## config.mk

```make
export PLATFORM = sky130hd
export DESIGN_NAME = fp32_addsub
export DESIGN_NICKNAME = d
export VERILOG_FILES = /design/src/rtl/fpadd_pkg.sv /design/src/rtl/fpadd_align.sv /design/src/rtl/fpadd_round.sv /design/src/rtl/fp32_addsub.sv
export SDC_FILE = /design/constraint.sdc
export NUM_CORES = 1
export LEC_CHECK = 0
export BUFFER_PORTS_ARGS = -buffer_cell sky130_fd_sc_hd__buf_2
export CAP_MARGIN = 20
export CORE_MARGIN = 2
export CORE_UTILIZATION = 41
export DETAILED_ROUTE_END_ITERATION = 10
export GPL_ROUTABILITY_DRIVEN = 0
export SETUP_SLACK_MARGIN = 0.2
export SYNTH_ARGS = -nofsm -noshare
export SYNTH_HDL_FRONTEND = slang
export SYNTH_SLANG_ARGS = --single-unit
```

## constraint.sdc

```tcl
create_clock -name clk -period 0.8 [get_ports clk]
set_input_delay 0.04 -clock clk [delete_from_list [all_inputs] [get_ports clk]]
set_output_delay 0.04 -clock clk [all_outputs]
set_load 0.02 [all_outputs]
```

## src/rtl/fpadd_pkg.sv

```systemverilog
package fpadd_pkg;
  localparam int EXP_W   = 8;
  localparam int FRAC_W  = 23;
  localparam int WORD_W  = 1 + EXP_W + FRAC_W;
  localparam int SIG_W   = FRAC_W + 1;
  localparam int XTRA    = 2;                 // guard and round positions
  localparam int ALN_W   = SIG_W + XTRA;      // aligned significand without sticky
  localparam int NRM_W   = ALN_W + 1;         // plus sticky
  localparam int SUM_W   = NRM_W + 1;         // plus carry
  localparam int ESUM_W  = EXP_W + 2;         // signed exponent headroom
  localparam int LZ_W    = $clog2(SUM_W);
  localparam int EXP_MAX = (1 << EXP_W) - 1;

  localparam logic [WORD_W-1:0] QNAN =
    {1'b0, {EXP_W{1'b1}}, 1'b1, {(FRAC_W-1){1'b0}}};

  typedef struct packed {
    logic              special;
    logic [WORD_W-1:0] spec_word;
    logic              sign;
    logic [EXP_W-1:0]  exp;
    logic [SUM_W-1:0]  sum;
  } mid_t;

  function automatic logic [LZ_W-1:0] lead_zeros(input logic [NRM_W-1:0] v);
    logic [LZ_W-1:0] n;
    logic            seen;
    n    = '0;
    seen = 1'b0;
    for (int i = NRM_W - 1; i >= 0; i--) begin
      if (!seen) begin
        if (v[i]) seen = 1'b1;
        else      n    = n + 1'b1;
      end
    end
    return n;
  endfunction
endpackage

```

## src/rtl/fpadd_align.sv

```systemverilog
module fpadd_align
  import fpadd_pkg::*;
(
  input  logic [WORD_W-1:0] op_a,
  input  logic [WORD_W-1:0] op_b,
  input  logic              sub_sel,
  output mid_t              mid
);
  logic              sa, sb;
  logic [EXP_W-1:0]  ea, eb;
  logic [FRAC_W-1:0] fa, fb;
  logic              zero_a, zero_b, inf_a, inf_b, nan_a, nan_b;
  logic [WORD_W-2:0] mag_a, mag_b;
  logic              a_big;
  logic              s_big, s_sml;
  logic [EXP_W-1:0]  e_big, e_sml, diff;
  logic [SIG_W-1:0]  sig_big, sig_sml;
  logic [2*ALN_W-1:0] wide_sh;
  logic [ALN_W-1:0]  shifted;
  logic              stk, far, eff_sub;
  logic [SUM_W-1:0]  big_x, sml_x;

  always_comb begin
    sa = op_a[WORD_W-1];
    sb = op_b[WORD_W-1] ^ sub_sel;
    ea = op_a[WORD_W-2 -: EXP_W];
    eb = op_b[WORD_W-2 -: EXP_W];
    fa = op_a[FRAC_W-1:0];
    fb = op_b[FRAC_W-1:0];

    zero_a = (ea == '0);
    zero_b = (eb == '0);
    inf_a  = (ea == EXP_W'(EXP_MAX)) && (fa == '0);
    inf_b  = (eb == EXP_W'(EXP_MAX)) && (fb == '0);
    nan_a  = (ea == EXP_W'(EXP_MAX)) && (fa != '0);
    nan_b  = (eb == EXP_W'(EXP_MAX)) && (fb != '0);

    // flushed magnitudes decide which operand keeps its exponent
    mag_a = zero_a ? '0 : op_a[WORD_W-2:0];
    mag_b = zero_b ? '0 : op_b[WORD_W-2:0];
    a_big = (mag_a >= mag_b);

    s_big   = a_big ? sa : sb;
    s_sml   = a_big ? sb : sa;
    e_big   = a_big ? ea : eb;
    e_sml   = a_big ? eb : ea;
    sig_big = a_big ? (zero_a ? '0 : {1'b1, fa}) : (zero_b ? '0 : {1'b1, fb});
    sig_sml = a_big ? (zero_b ? '0 : {1'b1, fb}) : (zero_a ? '0 : {1'b1, fa});
    diff    = e_big - e_sml;

    // alignment: everything pushed below the round bit folds into sticky
    far     = (diff >= EXP_W'(ALN_W));
    wide_sh = {sig_sml, {XTRA{1'b0}}, {ALN_W{1'b0}}} >> diff;
    shifted = far ? '0 : wide_sh[2*ALN_W-1:ALN_W];
    stk     = far ? (|sig_sml) : (|wide_sh[ALN_W-1:0]);

    eff_sub = s_big ^ s_sml;
    big_x   = {1'b0, sig_big, {XTRA{1'b0}}, 1'b0};
    sml_x   = {1'b0, shifted, stk};

    mid.sign = s_big;
    mid.exp  = e_big;
    mid.sum  = eff_sub ? (big_x - sml_x) : (big_x + sml_x);

    // reserved encodings bypass the datapath
    mid.special   = 1'b1;
    mid.spec_word = QNAN;
    if (nan_a || nan_b || (inf_a && inf_b && (sa ^ sb))) begin
      mid.spec_word = QNAN;
    end else if (inf_a) begin
      mid.spec_word = {sa, {EXP_W{1'b1}}, {FRAC_W{1'b0}}};
    end else if (inf_b) begin
      mid.spec_word = {sb, {EXP_W{1'b1}}, {FRAC_W{1'b0}}};
    end else if (zero_a && zero_b) begin
      mid.spec_word = {sa & sb, {(WORD_W-1){1'b0}}};
    end else begin
      mid.special = 1'b0;
    end
  end
endmodule

```

## src/rtl/fpadd_round.sv

```systemverilog
module fpadd_round
  import fpadd_pkg::*;
(
  input  mid_t              mid,
  output logic [WORD_W-1:0] word,
  output logic              ovf,
  output logic              unf
);
  logic                     carry;
  logic [LZ_W-1:0]          lz;
  logic [NRM_W-1:0]         nrm;
  logic signed [ESUM_W-1:0] e_base, e_n, e_r;
  logic [SIG_W-1:0]         mant, mant_f;
  logic [SIG_W:0]           rnd;
  logic                     g_bit, rs_bits, up;

  always_comb begin
    e_base = $signed({{(ESUM_W-EXP_W){1'b0}}, mid.exp});
    carry  = mid.sum[SUM_W-1];
    lz     = lead_zeros(mid.sum[NRM_W-1:0]);
    if (carry) begin
      nrm = {mid.sum[SUM_W-1:2], |mid.sum[1:0]};
      e_n = e_base + ESUM_W'(1);
    end else begin
      nrm = mid.sum[NRM_W-1:0] << lz;
      e_n = e_base - $signed({{(ESUM_W-LZ_W){1'b0}}, lz});
    end

    mant    = nrm[NRM_W-1 -: SIG_W];
    g_bit   = nrm[XTRA];
    rs_bits = |nrm[XTRA-1:0];
    up      = g_bit & (rs_bits | mant[0]);
    rnd     = {1'b0, mant} + {{SIG_W{1'b0}}, up};
    if (rnd[SIG_W]) begin
      mant_f = rnd[SIG_W:1];
      e_r    = e_n + ESUM_W'(1);
    end else begin
      mant_f = rnd[SIG_W-1:0];
      e_r    = e_n;
    end

    ovf = 1'b0;
    unf = 1'b0;
    if (mid.special) begin
      word = mid.spec_word;
    end else if (mid.sum == '0) begin
      word = '0;
    end else if (e_r >= $signed(ESUM_W'(EXP_MAX))) begin
      word = {mid.sign, {EXP_W{1'b1}}, {FRAC_W{1'b0}}};
      ovf  = 1'b1;
    end else if (e_r <= $signed(ESUM_W'(0))) begin
      word = {mid.sign, {(WORD_W-1){1'b0}}};
      unf  = 1'b1;
    end else begin
      word = {mid.sign, e_r[EXP_W-1:0], mant_f[FRAC_W-1:0]};
    end
  end
endmodule

```

## src/rtl/fp32_addsub.sv

```systemverilog
module fp32_addsub
  import fpadd_pkg::*;
(
  input  logic              clk,
  input  logic              rst_n,
  input  logic              in_valid,
  input  logic [WORD_W-1:0] op_a,
  input  logic [WORD_W-1:0] op_b,
  input  logic              sub_sel,
  output logic              out_valid,
  output logic [WORD_W-1:0] result,
  output logic              ovf_flag,
  output logic              unf_flag
);
  logic [1:0]        rst_pipe;
  logic              rst_s_n;
  mid_t              mid_d, mid_q;
  logic              v1_q, v1_d, v2_d;
  logic [WORD_W-1:0] word_d;
  logic              ovf_d, unf_d;

  // reset asserts at once, releases after two clocks
  always_ff @(posedge clk or negedge rst_n) begin
    if (!rst_n) rst_pipe <= 2'b00;
    else        rst_pipe <= {rst_pipe[0], 1'b1};
  end
  assign rst_s_n = rst_pipe[1];

  fpadd_align u_align (.op_a(op_a), .op_b(op_b), .sub_sel(sub_sel), .mid(mid_d));
  fpadd_round u_round (.mid(mid_q), .word(word_d), .ovf(ovf_d), .unf(unf_d));

  always_comb begin
    v1_d = in_valid;
    v2_d = v1_q;
  end

  always_ff @(posedge clk or negedge rst_s_n) begin
    if (!rst_s_n) begin
      v1_q      <= 1'b0;
      out_valid <= 1'b0;
    end else begin
      v1_q      <= v1_d;
      out_valid <= v2_d;
    end
  end

  always_ff @(posedge clk) begin
    if (in_valid) mid_q <= mid_d;
  end

  always_ff @(posedge clk) begin
    if (v1_q) begin
      result   <= word_d;
      ovf_flag <= ovf_d;
      unf_flag <= unf_d;
    end
  end

  // every accepted pair reaches the output two cycles later
  a_r11_stage1: assert property (@(posedge clk) disable iff (!rst_s_n)
    in_valid |=> v1_q);
  a_r11_stage2: assert property (@(posedge clk) disable iff (!rst_s_n)
    v1_q |=> out_valid);
  // overflow flag always accompanies an infinity encoding
  a_r6_ovf_inf: assert property (@(posedge clk) disable iff (!rst_s_n)
    (out_valid && ovf_flag) |-> (result[WORD_W-2:0] == {{EXP_W{1'b1}}, {FRAC_W{1'b0}}}));
  // underflow flag always accompanies a zero encoding
  a_r7_unf_zero: assert property (@(posedge clk) disable iff (!rst_s_n)
    (out_valid && unf_flag) |-> (result[WORD_W-2:0] == '0));
  // flags never raised together
  a_r7_flags_excl: assert property (@(posedge clk) disable iff (!rst_s_n)
    out_valid |-> !(ovf_flag && unf_flag));
  // every NaN that leaves the block is the single quiet pattern
  a_r8_nan_quiet: assert property (@(posedge clk) disable iff (!rst_s_n)
    (out_valid && (result[WORD_W-2 -: EXP_W] == {EXP_W{1'b1}}) && (result[FRAC_W-1:0] != '0))
      |-> (result == QNAN));
endmodule

```

==> results of run 1 <==
==> worst reg2reg max path, delay by kind of cell, from the launching register on <==
| family | cells | cell delay [ns] |
|---|---|---|
| flip-flops | 1 | 0.41 |
| AO/OA/AOI/OAI | 25 | 4.04 |
| AND/OR/NAND/NOR | 26 | 3.77 |
| adder cells (fa/ha/maj) | 24 | 6.08 |
| multiplexers | 14 | 3.22 |
| buffers and inverters | 8 | 1.12 |
==> cell usage after synthesis (all sizes together), types with 37 or more instances <==
cell type / n
nor3: 82
o21ai: 170
mux2i: 100
a21oi: 142
nand3: 61
clkbuf: 95
a22oi: 37
xnor2: 74
ha: 114
nand2: 279
and2: 49
nor2: 179
inv: 105
xor2: 39
edfxtp: 75
==> metrics by stage <==
step / setup WS (ns) / instances / utilization / power [mW] / setup TNS, ns
final: -18.09 / 3665 / 0.7257 / 54.26 / -801.08
after CTS: -17.97 / 3589 / 0.6732 / 48.46 / -798.54
after detailed placement: -18.59 / 3470 / 0.6181 / 40.16 / -835.55
after global routing: -18.70 / 3665 / 0.7257 / 57.04 / -832.04
after floorplan: -17.42 / 2172 / - / 24.43 / -775.82
after global placement: -17.80 / 3470 / 0.6181 / 39.36 / -805.77
==> final timing paths <==
| path | depth (start not counted) | endpoint | slack, ns | from |
|---|---|---|---|---|
| setup reg to reg | 97 | result[20] | -18.09 | mid_q[26] |
| hold / removal | 2 | rst_pipe[1] | 0.01 | rst_n |
| setup / recovery | 97 | result[20] | -18.09 | mid_q[26] |
| min in group clk | 2 | v1_q | 0.06 | in_valid |
| max in group asynchronous | 0 | v1_q | 0.65 | rst_pipe[1] |
| hold reg to reg | 0 | out_valid | 0.02 | rst_pipe[1] |
==> routing by layer <==
| metal | track usage | share of wire |
|---|---|---|
| met5 | 0 | 0 |
| met4 | 0.1844 | 0.064 |
| met3 | 0.03226 | 0.065 |
| met2 | 0.5592 | 0.48 |
| met1 | 0.3856 | 0.39 |
==> power breakdown <==
part / switching [mW] / internal (mW) / total [mW] / leakage (nW)
Clock: 1.92 / 2.46 / 4.38 / 0.151
Combinational: 21.8 / 21.9 / 43.6 / 11.5
Sequential: 0.644 / 5.63 / 6.27 / 0.775
==> cell type report <==
class	count	area, sq um	share of cell area
repair buffers	1089	8777	0.3211
multi-input cells	1864	14850	0.5434
well taps	511	639.4	0.02339
flip-flops and latches	79	2356	0.08620
inverters	106	402.9	0.01474
clock buffers	9	225.2	0.008240
clock inverters	7	78.83	0.002884
==> sequential cells by signal, indices dropped and copies added, names as in the netlist <==
name       cells
unf_flag       1
rst_pipe       2
ovf_flag       1
result        32
v1_q           1
out_valid      1
mid_q         41
==> repair_timing <==
item                                    4_1_cts  5_1_grt
pin swaps                                   164      147
hold buffers                                  1        0
endpoints found under the setup margin      145      145
hold endpoints to repair                      2        0
resized for setup                           207      301
setup buffers                                97       73
gates cloned                                  5        3
==> cells by family after synthesis <==
| logic type | after synthesis |
|---|---|
| xor gates and xnor gates | 121 |
| DFF | 79 |
| buffers and inverters | 231 |
| adders and majority gates | 120 |
| AOI/OAI and AO/OA | 621 |
| other | 1 |
| and+or+nand+nor | 863 |
| muxes | 136 |
==> reports/metrics.yaml, run 1 <==
yosys:
  synth_edf_count: 75
  syn-cell-area_sq_mm: 0.01572
  synth_fa_ha_area_frac: 0.09586
  synth-xor-area-share: 0.07834
  synth_area_leaders: "edfxtp_1 (14%), ha_1 (9.1%), nand2_1 (6.7%), mux2i_1 (6.3%), o21ai_0 (5.3%)"
  yosys.area_share.simple: 0.2705
  synth_top_family_by_area: "simple AND/OR/NAND/NOR gates"
  yosys_warnings: 0
  synth_compound_area_frac: 0.2571
  async_flop_share: 0.05063
  synthCells: 2172
  avgSynthCellArea_sq_um: 7.235
  synth_flop_cell: "edfxtp_1"
  muxShareOfSynthArea: 0.09029
  synth_seq_cells: 79
  synth_nets: 2356
  yosysUniqueCellTypes: 99
  yosysTopAreaCell: "edfxtp_1"
  synth_top_area_frac: 0.1433
  synth_seq_area_share: 0.1497
global_route:
  grt_pass1_wl_um: 102700
  antenna_found_initial: 0
  grt_util_all_layers: 0.3209
  overflow: 0
  grt_pass1_vias: 20510
  grt_max_degree: 43
floorplan:
  core.rowCount: 71
  die_area_sq_mm: 0.03991
  initial_core_util: 0.4172
  dieHeight_um: 199.8
  core_area_sq_mm: 0.03767
  dieWidth_um: 199.8
  ios: 103
run:
  drv_cap: 0
sta:
  rsz0062_at_grt: "true"
  hold_viol_final: 0
  whs_ns: 0.01318
  slew_headroom: 0.4251
  finalSetupViolations: 144
  final_max_slew_viol_count: 0
  layout_min_cycle_time_ns: 18.89
  min_period_over_period: 23.61
  timing.final.ws_setup_ns: -18.09
  fin_skew_ns: 0.01083
  max_freq_mhz: 52.94
  worst_slew_pin_slew_ns: 0.8623
layout:
  layout-drive-gt1-share: 0.4845
  nFillCells: 2763
  syn_to_final_growth_pct: 73.93
  nets: 3333
  layout_commonest_cell: "buf_4"
  final_cell_mix: "buf_4 (885), nand2_1 (245), nor2_1 (148), o21ai_0 (111), buf_6 (103)"
  num_antenna_cells: 0
  final_cell_area_sq_mm: 0.02733
run_status:
  violations: "setup timing"
  status: "finished, violations left"
clock_tree:
  clock-sinks: 79
  cts_tree: "built"
  clkLatencyLatePin_ns: 0.36
  clk_pin_slew_ns: 0.07
  cts.htree.levels: 3
  ctsLongestPathBuffers: 2
  clockRootBuffer: "clkbuf_16"
  cts_buffers: 9
critical_path:
  path_buf_inv: 8
  cp_common_cell: "ha_4"
  crit_slowest_cell: "or4_4"
  crit_fanout: 6
  crit_family: "adder cells"
  crit_required_ns: 0.91
  max_stage_delay_ns: 0.57
  crit_type: "reg -> reg"
  setup.worst_path.start_class: "register"
  critPathArrivalTime_ns: 19.00
  worstSetupEndpointType: "register"
routing:
  drc: 0
  drt-total-wl_um: 70700
  firstDrtPassIters: 6
  viasPerCell: 5.834
  wl_per_cell_um: 19.29
  ant_nets: 0
  dr.first_iter.drc_count: 1855
  vias: 21380
placed_design:
  post-dp-hpwl_um: 51000
  post_dp_cell_area_sq_mm: 0.02328
  io_buffers: 102
hold_path:
  worstHoldPathType: "in -> async"
pwr:
  power_leakage_nw: 12.40
  p_per_area_mw_per_mm2: 1985
  ir_drop_mv: 1.173
No activity file was read; power rests on OpenSTA's default activity.
==> run 2, diff against run 1 <==
==> constraint.sdc (replaced) <==
create_clock -name clk -period 0.8 [get_ports clk]
set_input_delay 0.04 -clock clk [delete_from_list [all_inputs] [get_ports clk]]
set_output_delay 0.04 -clock clk [all_outputs]
set_load 0.05 [all_outputs]
==> run 2 against run 1 <==
Against the previous run:
- the flow finishes with violations (hold timing, setup timing)
- core utilization grew 1.3 points
- cell count grew 1.8%
- global-route usage grew 1.9 points
- die area is the same
- non-clock buffer count grew 66
- critical endpoint is now result[4]
- highest routed layer unchanged
==> reports/metrics.yaml, run 2 (same netlist as run 1, synthesis figures left out) <==
sta:
  final_max_slew_viol_count: 0  # unchanged
  min_period_over_period: 23.89  # +0.2797
  fin_setup_tns_ns: -812.63  # -11.55 ns
  whs_ns: -0.02438  # -0.03756 ns
  rsz0062_at_grt: "true"
  max_freq_mhz: 52.32  # -1.2%
  layout_min_cycle_time_ns: 19.11  # +0.2238 ns
  timing.final.ws_setup_ns: -18.31  # -0.2238 ns
  slew_headroom: 0.5228  # +0.09768
  worst_slew_pin_slew_ns: 0.7083  # -0.1540 ns
  fin_skew_ns: 0.02517  # +0.01435 ns
  hold_viol_final: 2  # +2
  finalSetupViolations: 144  # unchanged
layout:
  regMostFlops: "mid_q"
  final_cell_mix: "buf_4 (912), nand2_1 (249), buf_6 (152), nor2_1 (148), o21ai_0 (108)"
  largest_register_ffs: 41  # unchanged
  num_antenna_cells: 0  # unchanged
  syn_to_final_growth_pct: 77.05
  final_cell_area_sq_mm: 0.02782  # +1.8%
  instances_no_fill: 3730  # +1.8%
  layout-drive-gt1-share: 0.4921  # +0.007614
  reg_top3: "mid_q x41, result x32, rst_pipe x2"
  nets: 3398  # +2.0%
  layout_commonest_cell: "buf_4"
critical_path:
  crit_fanout: 7  # +1
  reg2reg_from: "mid_q[23]"
  crit_type: "reg -> reg"
  setup.worst_path.start_class: "register"
  crit_required_ns: 0.92  # about the same
  crit_slowest_cell: "or4b_4"
  worstSetupEndpointType: "register"
  max_stage_delay_ns: 0.58  # about the same
  critPathArrivalTime_ns: 19.24  # +0.24 ns
  cp_common_cell: "ha_4"
  startpoint: "mid_q[23]"
global_route:
  grt_pass1_vias: 21370  # +4.2%
  antenna_found_initial: 0  # unchanged
  grt_max_degree: 55  # +28%
  grt_use_met2: 0.5878  # +0.02868
  grt_use_met1: 0.3996  # +0.01400
  grt_pass1_wl_um: 108300  # +5.4%
  busiest_layer: "met2"
  grtUsageMet3: 0.03999  # +0.007728
  overflow: 0  # unchanged
  grt_util_all_layers: 0.3396  # +0.01868
clock_tree:
  clkLatencyLatePin_ns: 0.38  # +0.02 ns
  cts_tree: "built"
  clockRootBuffer: "clkbuf_16"
  clock-sinks: 79  # unchanged
  cts_buffers: 9  # unchanged
  ctsLongestPathBuffers: 2  # unchanged
  clk_pin_slew_ns: 0.07  # about the same
  cts.htree.levels: 3  # unchanged
floorplan:
  die_area_sq_mm: 0.03991  # unchanged
  dieHeight_um: 199.8  # unchanged
  core.rowCount: 71  # unchanged
  ios: 103  # unchanged
  core_area_sq_mm: 0.03767  # unchanged
  dieWidth_um: 199.8  # unchanged
  initial_core_util: 0.4172  # unchanged
routing:
  drc: 0  # unchanged
  dr.first_iter.drc_count: 2101  # +13%
  wl_per_cell_um: 20.22  # +4.8%
  viasPerCell: 5.976  # +2.4%
  ant_nets: 0  # unchanged
  vias: 22290  # +4.3%
  firstDrtPassIters: 6  # unchanged
  drt-total-wl_um: 75400  # +6.7%
pwr:
  ir_drop_mv: 1.122  # -4.3%
  power_leakage_nw: 12.75  # +2.8%
  p_per_area_mw_per_mm2: 2001  # +0.81%
placed_design:
  dp_slack_ns: -18.44  # +0.1488 ns
  io_buffers: 102  # unchanged
  placed_cells: 3486  # +0.46%
  post_dp_cell_area_sq_mm: 0.02333  # +0.20%
  post-dp-hpwl_um: 50910  # -0.18%
run:
  drv_cap: 0  # unchanged
run_status:
  status: "finished, violations left"
  violations: "hold timing, setup timing"
hold_path:
  worstHoldPathType: "in -> async"
==> run 2: routing by layer <==
layer  share of wire  wire (um)
met5               0          0
met2            0.47      35550
met1            0.37      28070
met3           0.074       5598
met4           0.082       6186
==> run 2: final timing paths <==
path / cells past startpoint / end / slack, ns
worst max-delay path: 98 / result[4] / -18.31
worst min-delay path: 2 / rst_pipe[1] / -0.02
worst max register to register: 98 / result[4] / -18.31
worst min register to register: 0 / v1_q / 0.02
max in group asynchronous: 0 / v1_q / 0.65
min in group clk: 2 / v1_q / 0.09
==> run 2: cell type report <==
cell class                      count  area, sq um
Clock inverter                      7        78.83
Fill cell                        2602         9843
Inverter                          106        400.4
Tap cell                          511        639.4
Clock buffer                        9        225.2
Timing Repair Buffer             1155         9427
Sequential cell                    79         2357
Multi-Input combinational cell   1863        14700
==> run 2: power by group <==
group / switching [mW] / internal [mW]
clock network: 2.05 / 2.46
registers: 0.698 / 5.63
logic: 22.9 / 21.9
==> run 2: through the flow <==
step,power [mW],utilization,hold slack [ns]
after floorplan,25.11,-,-0.2556
after global placement,40.21,0.6193,-0.1750
after detailed placement,41.02,0.6193,-0.1668
after CTS,50.20,0.7014,-0.01395
after global routing,58.25,0.7387,-0.005333
final,55.69,0.7387,-0.02438
==> run 2: worst max-delay path: cells and delay by family (launching register included) <==
kind | cells | cell delay, ns
AO/OA/AOI/OAI | 22 | 4.00
buffers and inverters | 21 | 2.57
adder cells (fa/ha/maj) | 18 | 4.54
flip-flops | 1 | 0.40
AND/OR/NAND/NOR | 25 | 4.19
multiplexers | 9 | 2.51
XOR/XNOR | 3 | 0.67
==> run 2: repair_timing <==
action | CTS | global route
pin swaps | 128 | 116
gates cloned | 6 | 1
endpoints found under the hold margin | 2 | 0
buffers inserted | 155 | 65
endpoints found under the setup margin | 145 | 145
hold buffers | 1 | 0
gates resized for setup | 333 | 222
